==> config.mk <==
export PLATFORM = sky130hd
export DESIGN_NAME = pim_cmd_seq
export DESIGN_NICKNAME = d
export VERILOG_FILES = /design/src/rtl/pim_seq_pkg.sv /design/src/rtl/pim_cmd_store.sv /design/src/rtl/pim_jump_ctr.sv /design/src/rtl/pim_decode.sv /design/src/rtl/pim_stub_lane.sv /design/src/rtl/pim_cmd_seq.sv
export SDC_FILE = /design/constraint.sdc
export NUM_CORES = 2
export LEC_CHECK = 0
export BUFFER_PORTS_ARGS = -buffer_cell sky130_fd_sc_hd__buf_4
export CAP_MARGIN = 20
export CORE_MARGIN = 2
export CORE_UTILIZATION = 55
export DETAILED_ROUTE_END_ITERATION = 6
export PLACE_DENSITY = 0.83
export SYNTH_ARGS = -nofsm -noshare
export SYNTH_HDL_FRONTEND = slang
export SYNTH_SLANG_ARGS = --single-unit
==> constraint.sdc <==
create_clock -name clk -period 8.35 [get_ports clk]
set_clock_uncertainty 0.2 [all_clocks]
set_input_delay 0 -clock clk [delete_from_list [all_inputs] [get_ports clk]]
set_output_delay 0 -clock clk [all_outputs]
set_load 0.02 [all_outputs]
==> src/rtl/pim_seq_pkg.sv <==
package pim_seq_pkg;
  localparam int WORD_W = 32;
  localparam int CNT_W  = 8;

  localparam logic [3:0] OP_NOP  = 4'd0;
  localparam logic [3:0] OP_ADD  = 4'd1;
  localparam logic [3:0] OP_MUL  = 4'd2;
  localparam logic [3:0] OP_MAC  = 4'd3;
  localparam logic [3:0] OP_MAD  = 4'd4;
  localparam logic [3:0] OP_MOV  = 4'd5;
  localparam logic [3:0] OP_FILL = 4'd6;
  localparam logic [3:0] OP_JUMP = 4'd7;
  localparam logic [3:0] OP_EXIT = 4'd8;

  localparam logic [1:0] SEL_VA   = 2'd0;
  localparam logic [1:0] SEL_VB   = 2'd1;
  localparam logic [1:0] SEL_SCAL = 2'd2;
  localparam logic [1:0] SEL_ROW  = 2'd3;

  typedef struct packed {
    logic [3:0]       op;
    logic [1:0]       dst;
    logic [1:0]       src0;
    logic [1:0]       src1;
    logic             rsv;
    logic [4:0]       tgt;
    logic [7:0]       pad;
    logic [CNT_W-1:0] cnt;
  } instr_t;

  typedef struct packed {
    logic [3:0] op;
    logic [1:0] dst;
    logic [1:0] src0;
    logic [1:0] src1;
  } issue_t;
endpackage

==> src/rtl/pim_cmd_store.sv <==
module pim_cmd_store #(
  parameter int DEPTH = 32,
  parameter int WW    = 32,
  localparam int AW   = $clog2(DEPTH)
) (
  input  logic          clk,
  input  logic          we,
  input  logic [AW-1:0] waddr,
  input  logic [WW-1:0] wdata,
  input  logic [AW-1:0] raddr_a,
  output logic [WW-1:0] rdata_a,
  input  logic [AW-1:0] raddr_b,
  output logic [WW-1:0] rdata_b
);
  logic [WW-1:0] mem [DEPTH];

  always_ff @(posedge clk) begin
    if (we) mem[waddr] <= wdata;
  end

  assign rdata_a = mem[raddr_a];
  assign rdata_b = mem[raddr_b];
endmodule

==> src/rtl/pim_jump_ctr.sv <==
module pim_jump_ctr #(
  parameter int DEPTH = 32,
  parameter int CW    = 8,
  localparam int AW   = $clog2(DEPTH)
) (
  input  logic          clk,
  input  logic          rst,
  input  logic          clr,
  input  logic          upd,
  input  logic          take,
  input  logic [AW-1:0] idx,
  output logic [CW-1:0] taken_cnt
);
  logic [CW-1:0] ctr [DEPTH];

  for (genvar g = 0; g < DEPTH; g++) begin : g_ctr
    always_ff @(posedge clk) begin
      if (rst || clr) begin
        ctr[g] <= '0;
      end else if (upd && idx == AW'(g)) begin
        ctr[g] <= take ? ctr[g] + 1'b1 : '0;
      end
    end
  end

  assign taken_cnt = ctr[idx];
endmodule

==> src/rtl/pim_decode.sv <==
module pim_decode
  import pim_seq_pkg::*;
(
  input  instr_t ins,
  output issue_t iss
);
  always_comb begin
    iss = '0;
    case (ins.op)
      OP_ADD: iss = '{op: OP_ADD, dst: {1'b0, ins.dst[0]}, src0: ins.src0, src1: ins.src1};
      OP_MUL, OP_MAD: begin
        if (ins.src0 != SEL_SCAL)
          iss = '{op: ins.op, dst: {1'b0, ins.dst[0]}, src0: ins.src0, src1: ins.src1};
      end
      OP_MAC: begin
        if (ins.src0 != SEL_SCAL)
          iss = '{op: OP_MAC, dst: SEL_VB, src0: ins.src0, src1: ins.src1};
      end
      OP_MOV, OP_FILL: iss = '{op: ins.op, dst: ins.dst, src0: ins.src0, src1: ins.src1};
      OP_EXIT: iss.op = OP_EXIT;
      default: iss = '0;
    endcase
  end
endmodule

==> src/rtl/pim_stub_lane.sv <==
module pim_stub_lane
  import pim_seq_pkg::*;
#(
  parameter int LW = 8
) (
  input  logic          clk,
  input  logic          rst,
  input  logic          clr,
  input  logic          vld,
  input  logic [3:0]    op,
  output logic [LW-1:0] ops
);
  logic counted;
  assign counted = vld && op >= OP_ADD && op <= OP_FILL;

  always_ff @(posedge clk) begin
    if (rst || clr) ops <= '0;
    else if (counted) ops <= ops + 1'b1;
  end


  lane_step_chk: assert property (@(posedge clk) disable iff (rst)
    (!clr && !counted) |=> $stable(ops));
endmodule

==> src/rtl/pim_cmd_seq.sv <==
module pim_cmd_seq
  import pim_seq_pkg::*;
#(
  parameter int DEPTH = 32,
  parameter int LW    = 8,
  localparam int AW   = $clog2(DEPTH)
) (
  input  logic          clk,
  input  logic          rst,
  input  logic          pim_en,
  input  logic          host_we,
  input  logic [AW-1:0] host_addr,
  input  logic [31:0]   host_wdata,
  input  logic          trig,
  output logic          issue_valid,
  output logic [3:0]    issue_op,
  output logic [1:0]    issue_dst,
  output logic [1:0]    issue_src0,
  output logic [1:0]    issue_src1,
  output logic [AW-1:0] pc,
  output logic          done,
  output logic [LW-1:0] lane_ops
);
  logic          en_q, arm, fire;
  logic [WORD_W-1:0] word_a, word_b;
  instr_t        ins0, ins1, exec_ins;
  issue_t        dec, iss_q;
  logic          is_jump, take, chain, is_exit;
  logic [AW-1:0] land, exec_addr, pc_next;
  logic [CNT_W-1:0] taken_cnt;

  assign arm  = pim_en && !en_q;
  assign fire = pim_en && !en_q ? 1'b0 : (pim_en && !done && trig);

  pim_cmd_store #(.DEPTH(DEPTH), .WW(WORD_W)) i_store (
    .clk(clk), .we(host_we && !pim_en), .waddr(host_addr), .wdata(host_wdata),
    .raddr_a(pc), .rdata_a(word_a), .raddr_b(land), .rdata_b(word_b)
  );

  assign ins0    = instr_t'(word_a);
  assign ins1    = instr_t'(word_b);
  assign is_jump = ins0.op == OP_JUMP;
  assign take    = taken_cnt < ins0.cnt;
  assign land    = take ? ins0.tgt[AW-1:0] : AW'(pc + 1'b1);

  pim_jump_ctr #(.DEPTH(DEPTH), .CW(CNT_W)) i_jctr (
    .clk(clk), .rst(rst), .clr(arm), .upd(fire && is_jump), .take(take),
    .idx(pc), .taken_cnt(taken_cnt)
  );

  always_comb begin
    chain     = is_jump && ins1.op == OP_JUMP;
    exec_addr = is_jump ? land : pc;
    exec_ins  = chain ? instr_t'('0) : (is_jump ? ins1 : ins0);
    is_exit   = exec_ins.op == OP_EXIT;
    if (chain || is_exit) pc_next = exec_addr;
    else                  pc_next = AW'(exec_addr + 1'b1);
  end

  pim_decode i_dec (.ins(exec_ins), .iss(dec));

  always_ff @(posedge clk) begin
    if (rst) begin
      en_q        <= 1'b0;
      pc          <= '0;
      done        <= 1'b0;
      issue_valid <= 1'b0;
      iss_q       <= '0;
    end else begin
      en_q        <= pim_en;
      issue_valid <= fire;
      if (arm) begin
        pc   <= '0;
        done <= 1'b0;
      end else if (fire) begin
        pc    <= pc_next;
        iss_q <= dec;
        if (is_exit) done <= 1'b1;
      end
    end
  end

  assign issue_op   = iss_q.op;
  assign issue_dst  = iss_q.dst;
  assign issue_src0 = iss_q.src0;
  assign issue_src1 = iss_q.src1;

  pim_stub_lane #(.LW(LW)) i_lane (
    .clk(clk), .rst(rst), .clr(arm), .vld(issue_valid), .op(issue_op), .ops(lane_ops)
  );


  mac_dst_chk: assert property (@(posedge clk) disable iff (rst)
    (issue_valid && issue_op == OP_MAC) |-> issue_dst == SEL_VB);


  scalar_src0_chk: assert property (@(posedge clk) disable iff (rst)
    (issue_valid && (issue_op == OP_MUL || issue_op == OP_MAC || issue_op == OP_MAD))
      |-> issue_src0 != SEL_SCAL);


  halt_chk: assert property (@(posedge clk) disable iff (rst)
    $past(done) |-> !issue_valid);


  arm_pc_chk: assert property (@(posedge clk) disable iff (rst)
    $rose(pim_en) |=> (pc == '0 && !done && !issue_valid));


  idle_chk: assert property (@(posedge clk) disable iff (rst)
    issue_valid |-> $past(pim_en));
endmodule

Word level (Yosys, flattened, before mapping):

Memory sizes are Yosys's and may differ from the RTL's. A register that Yosys moved wholly into a read port is not among the register bits.
Cells that the tools add are included.

* $add $sub $neg: 35
* multipliers: 0
* divide/modulo/power cells: 0
* magnitude comparators: 3
* equality and inequality tests: 41
* shift operators: 0
* multiplexer cells: 178
* bitwise gates (word level): 33
* reduce and logical (&&, ||, !) cells: 51

Operators with widths (number)
* 2-to-1 mux 8 bit: 65
* adder 8 x 1 -> 8 bit (second input constant): 33
* 2-to-1 mux 1 bit: 101
* == test 5 bit (second input constant): 16
* 2-to-1 mux 32 bit: 2
* == test 5 x 4 -> 1 bit (second input constant): 8
* logical AND 1 bit: 40
* 2-to-1 mux 5 bit: 7
* bitwise OR 1 bit: 32
* case mux 6 bit (4 select lines): 1
* == test 4 x 3 -> 1 bit (second input constant): 5
* == test 5 x 3 -> 1 bit (second input constant): 4
* case mux 4 bit (5 select lines): 1
* adder 5 x 1 -> 5 bit (second input constant): 2
* == test 5 x 2 -> 1 bit (second input constant): 2
* 2-to-1 mux 10 bit: 1
* == test 4 x 2 -> 1 bit (second input constant): 2
* less-than comparator 8 bit: 1
* OR reduction 2 bit: 3
* == test 5 x 1 -> 1 bit (second input constant): 1
* logical NOT 5 bit: 1
* == test 4 x 1 -> 1 bit (second input constant): 1
* == test 4 bit (second input constant): 1
* greater-or-equal comparator 4 x 1 -> 1 bit (second input constant): 1
* 6 further kinds: 10

* register bits after elaboration: 26
* bits in latches: 0
* bits in writable memories: 1280
* memory bits (read-only): 0
* input bits: 42
* output and inout bits: 25
* word-level logic and storage cells: 352
* memories kept: 2

Memories
* i_store.mem: words 32, width 32, rd ports 2, clocked after memory_dff 1, wr ports 1, RTL line pim_cmd_store.sv:15 `logic [WW-1:0] mem [DEPTH];`
* i_jctr.ctr: words 32, width 8, rd ports 33, clocked after memory_dff 1, wr ports 32, RTL line pim_jump_ctr.sv:14 `logic [CW-1:0] ctr [DEPTH];`

Logic depth before layout (Yosys ltp):

An unclocked memory read counts as a cell.

* depth after elaboration: 11
* mapped depth: 34
* gate-level depth less buffers: 18

By module:

From an unflattened synthesis, not the netlist that was laid out.

* cells, all modules: 5059
* area total of the unflattened synthesis: 65959.5 µm²

By module, submodules not included
* pim_cmd_store: times used 1, cells an instance 3386, area an instance 48790.5 µm², seq. area each 30749.5 µm²
* pim_jump_ctr: times used 1, cells an instance 1334, area an instance 14797.9 µm², seq. area each 7687.4 µm²
* pim_cmd_seq: times used 1, cells an instance 260, area an instance 1716.6 µm², seq. area each 360.3 µm²
* pim_stub_lane: times used 1, cells an instance 44, area an instance 394.1 µm², seq. area each 160.2 µm²
* pim_decode: times used 1, cells an instance 35, area an instance 260.2 µm², seq. area each 0.0 µm²

Least setup slack after synthesis:

No wires, ideal clock.

* kind: reg2reg
* start: register (tool-made name)
* end: register iss_q (netlist bit issue_dst[0])
* library setup time: 128 ps
* arrival: 7614 ps
* required time: 8022 ps
* slack: 407 ps
* stages on the path, launching flop included: 31
* path buffers: 12
* period minus slack after synthesis: 7943 ps
* cells stage by stage: dfxtp_1 buf_6 buf_6 buf_6 buf_6 buf_4 buf_4 buf_2 clkbuf_1 clkbuf_1 buf_1 mux4_2 mux4_2 nand2_1 nand2_1 ha_1 a21o_1 a21oi_1 o221ai_1 nor3_1 a21boi_2 clkbuf_1 clkbuf_1 o21ai_0 a31o_2 a2111oi_0 a311oi_1 a211o_1 a211o_2 a221oi_2 o31ai_1

RTL lines
* to (signal assigned): RTL line pim_cmd_seq.sv:68 `iss_q <= '0;`
* to (signal assigned): RTL line pim_cmd_seq.sv:77 `iss_q <= dec;`
* to (decl): RTL line pim_cmd_seq.sv:27 `issue_t dec, iss_q;`

==> flow_metrics.env <==
export IMPL_pwr_density_cell_nw_per_um2=201.2
export IMPL_place_inst=4373
export IMPL_grt_met1_usage=0.3953
export IMPL_nNetsFinal=3444
export IMPL_hold_viol_final=0
export IMPL_critPathCaptureType="register"
export IMPL_synth_cells=3201
export IMPL_cts_max_path_buffers=3
export IMPL_power_leakage_nw=17.75
export IMPL_setup_viol=0
export IMPL_maxCapViolations=0
export IMPL_rows=108
export IMPL_synth_compound_area_frac=0.04072
export IMPL_die_y_um=299.5
export IMPL_final_cells=4588
export IMPL_layout_common_cells="edfxtp_1, nand3_1, nor2_1"
export IMPL_busiest_layer="met2"
export IMPL_syn_nets=3290
export IMPL_ys_types=94
export IMPL_ys_seq_elements=1023
export IMPL_postCtsResizedCells=0
export IMPL_io_buffer_count=57
export IMPL_use_met3=0.07023
export IMPL_route_detailed_drc=1
export IMPL_clock_latency_ns=0.67
export IMPL_startpoint_type="register"
export IMPL_worst_slack_ns=0.3086
export IMPL_cts_root_buf="clkbuf_16"
export IMPL_h_tree_depth=3
export IMPL_io_pins=67
export IMPL_cpMaxStageDelayCell="dfxtp_4"
export IMPL_grt_pass1_wl_mm=196.0
export IMPL_gp_congestion=0.9290
export IMPL_synth_xor_area_share=0.03702
export IMPL_via_per_inst=6.747
export IMPL_post_drt_wl_per_cell_um=29.06
export IMPL_cts_tree="yes"
export IMPL_start_util=0.5545
export IMPL_worst_slew_pin_slew_ns=1.066
export IMPL_slowest_delay_ns=0.81
export IMPL_synth_warnings=0
export IMPL_antenna_found_initial=2
export IMPL_grt_overflow=0
export IMPL_seq_area_frac_synth=0.6331
export IMPL_grtUsageMet2=0.4661
export IMPL_async_flop_share=0
export IMPL_power_share_combinational=0.062
export IMPL_peakVddDrop_mv=0.1623
export IMPL_layout_commonest_cell="edfxtp_1"
export IMPL_gr_usage_all_layers=0.2952
export IMPL_drt_wl_total_mm=133.3
export IMPL_rsz0062_at_grt="false"
export IMPL_synth_ff_type="edfxtp_1"
export IMPL_netlist_area_sq_um=48030
export IMPL_die_w_um=299.5
export IMPL_required_ns=8.76
export IMPL_internal_power_mw=8.447
export IMPL_path_clk_slew_ns=0.06
export IMPL_place_hpwl_mm=77.27
export IMPL_synth_fa_ha_area_frac=0.01224
export IMPL_die_area_sq_um=89710
export IMPL_fin_crit_ns=8.041
export IMPL_clock_sinks=1023
export IMPL_fill_cells=5948
export IMPL_drv_slew=0
export IMPL_multi_input_area_sq_um=16990
export IMPL_switching_power_mw=2.421
export IMPL_synth_edf_count=992
export IMPL_synth_avg_cell_area_sq_um=15.01
export IMPL_crit_type="register to register"
export IMPL_hold_path_class="primary input to register"
export IMPL_synthMuxAreaShare=0.1572
export IMPL_violations="DRC"
export IMPL_grt_pass1_vias=30512
export IMPL_switching_share=0.2228
export IMPL_p_total_mw=10.87
export IMPL_dpl_worst_slack_ns=0.7202
export IMPL_crit_path_cell_trace="buf_12 -> mux4_2 -> mux4_2 -> mux2i_1 -> ha_1 -> a21o_1 -> a21oi_1 -> o221ai_1 -> and2_1 -> or2_1 -> nor2_4 -> buf_4 -> buf_12 -> mux2i_1 -> mux2_2 -> o22ai_1 -> o21ai_0 -> a31oi_1 -> nand4b_1 -> a21oi_1 -> dlygate4sd3_1"
export IMPL_synth_top_family_by_area="multiplexers"
export IMPL_status="finished with violations"
export IMPL_cts_buffers=97
export IMPL_p_seq_frac=0.535
export IMPL_critPathArrivalTime_ns=8.45
export IMPL_final_seq_area_sq_um=30420
export IMPL_critPathTopFamily="buffers and inverters"
export IMPL_core_area_sq_um=86620
export IMPL_maxSlewHeadroom=0.2882
export IMPL_path_buf_inv=4
export IMPL_final_util=0.6236
export IMPL_num_vias=30955
export IMPL_drt_pass1_iter_count=7
export IMPL_area_growth_syn_to_layout_pct=12.45
export IMPL_drtIter0Drc=4898
export IMPL_fmax_mhz=124.4
export IMPL_clkPwrFrac=0.404
export IMPL_crit_fanout=59
export IMPL_final_setup_tns_ns=0
export IMPL_grt_max_degree=62
export IMPL_ant_nets=0
export IMPL_layout_drive_gt1_share=0.2048
export IMPL_synth_simple_gate_area_frac=0.1000
export IMPL_period_share=0.9630
timing repair:
action | in CTS | in global routing
hold buffers | 34 | 0
endpoints found under the setup margin | 0 | 1
buffers inserted | 0 | 2
hold endpoints to repair | 785 | 0
power groups by stage:
stage	clock (mW)	combinational, mW	sequential (mW)
global placement	0	0.609	5.91
finish	4.39	0.669	5.81
detailed placement	0	0.627	5.92
floorplan	0	0.405	5.88
global route	4.57	0.704	5.82
CTS	4.39	0.649	5.81
worst reg2reg max path, delay by kind of cell, from the launching register on:
family                   cells  cell delay [ns]
buffers and inverters        4             1.76
AND/OR/NAND/NOR              4             1.46
flip-flops                   1             0.81
AO/OA/AOI/OAI                7             1.72
multiplexers                 5             1.71
adder cells (fa/ha/maj)      1             0.33
sequential cells by signal (all words and copies together) (netlist names), named ones only:
signal and cells:
issue_dst 2, en_q 1, i_jctr.ctr 256, done 1, i_store.mem 736, issue_valid 1, issue_src0 2, pc 5
issue_op 4, issue_src1 2, i_lane.ops 8
cells in the mapped netlist, types with 7 or more instances:
cell type,instances,area (sq um)
edfxtp_1,992,29790
nor2_1,330,1239
nand3_1,298,1491
mux4_2,281,6329
nand2_1,224,840.8
xor2_1,150,1314
o21ai_0,95,475.5
mux2i_1,91,910.9
clkbuf_1,90,337.8
and3_1,66,412.9
xnor2_1,53,464.2
inv_1,50,187.7
ha_1,47,588.1
dfxtp_1,31,620.6
buf_2,29,145.1
buf_1,26,97.59
o211ai_1,26,195.2
mux2_2,22,247.7
nand4_1,19,118.9
a311oi_1,14,122.6
nand2b_1,14,87.58
a31oi_1,13,81.33
o31ai_1,13,97.59
a21oi_1,12,60.06
buf_4,12,90.09
a2111oi_0,11,96.34
or2_2,10,62.56
or3_1,10,62.56
nor3_1,9,45.04
a211oi_1,8,60.06
a22oi_1,8,60.06
nand3b_1,8,60.06
o22ai_1,8,50.05
and2_1,7,43.79
worst paths after layout:
path | from | end | slack (ns) | cells past startpoint
setup / recovery | register | issue_dst[1]$_SDFFE_PP0P_ | 0.31 | 21
hold / removal | host_wdata[28] | i_store.mem[16][28]$_DFFE_PP_ | 0.10 | 2
setup reg to reg | register | issue_dst[1]$_SDFFE_PP0P_ | 0.31 | 21
hold reg to reg | issue_src1[0]$_SDFFE_PP0P_ | issue_src1[0]$_SDFFE_PP0P_ | 0.31 | 2
kinds of logic (layout without fill, tap and decap cells):
family	after synthesis	count (layout)
compound gates	278	278
simple gates	1037	1037
fa+ha+maj	47	47
xor+xnor	203	203
buf+inv	215	446
other cells	0	1
flops	1023	1023
mux	398	398
per-stage QoR:
step                      hold slack [ns]  instance area, sq um
after floorplan                   -0.1309                 48030
after global placement            0.08665                 50450
after detailed placement          0.09085                 50500
after CTS                         0.07594                 53930
after global routing               0.1187                 54010
final                              0.1025                 54010
cell type report:
type | instances | area share
Antenna cell | 1 | 0.00004633
Clock inverter | 59 | 0.01015
Tap cell | 1155 | 0.02676
Multi-Input combinational cell | 1963 | 0.3146
Clock buffer | 117 | 0.04712
Sequential cell | 1023 | 0.5632
Timing Repair Buffer | 219 | 0.03447
Inverter | 51 | 0.003591
routing by layer:
metal  vias up  share of wire  routed length [um]
met5         -       0.000083                  11
li1      12834              -                   -
met3       404           0.14               19300
met1     15319           0.34               45370
met4         2          0.049                6541
met2      2396           0.47               62100
No activity file was read; power rests on OpenSTA's default activity.
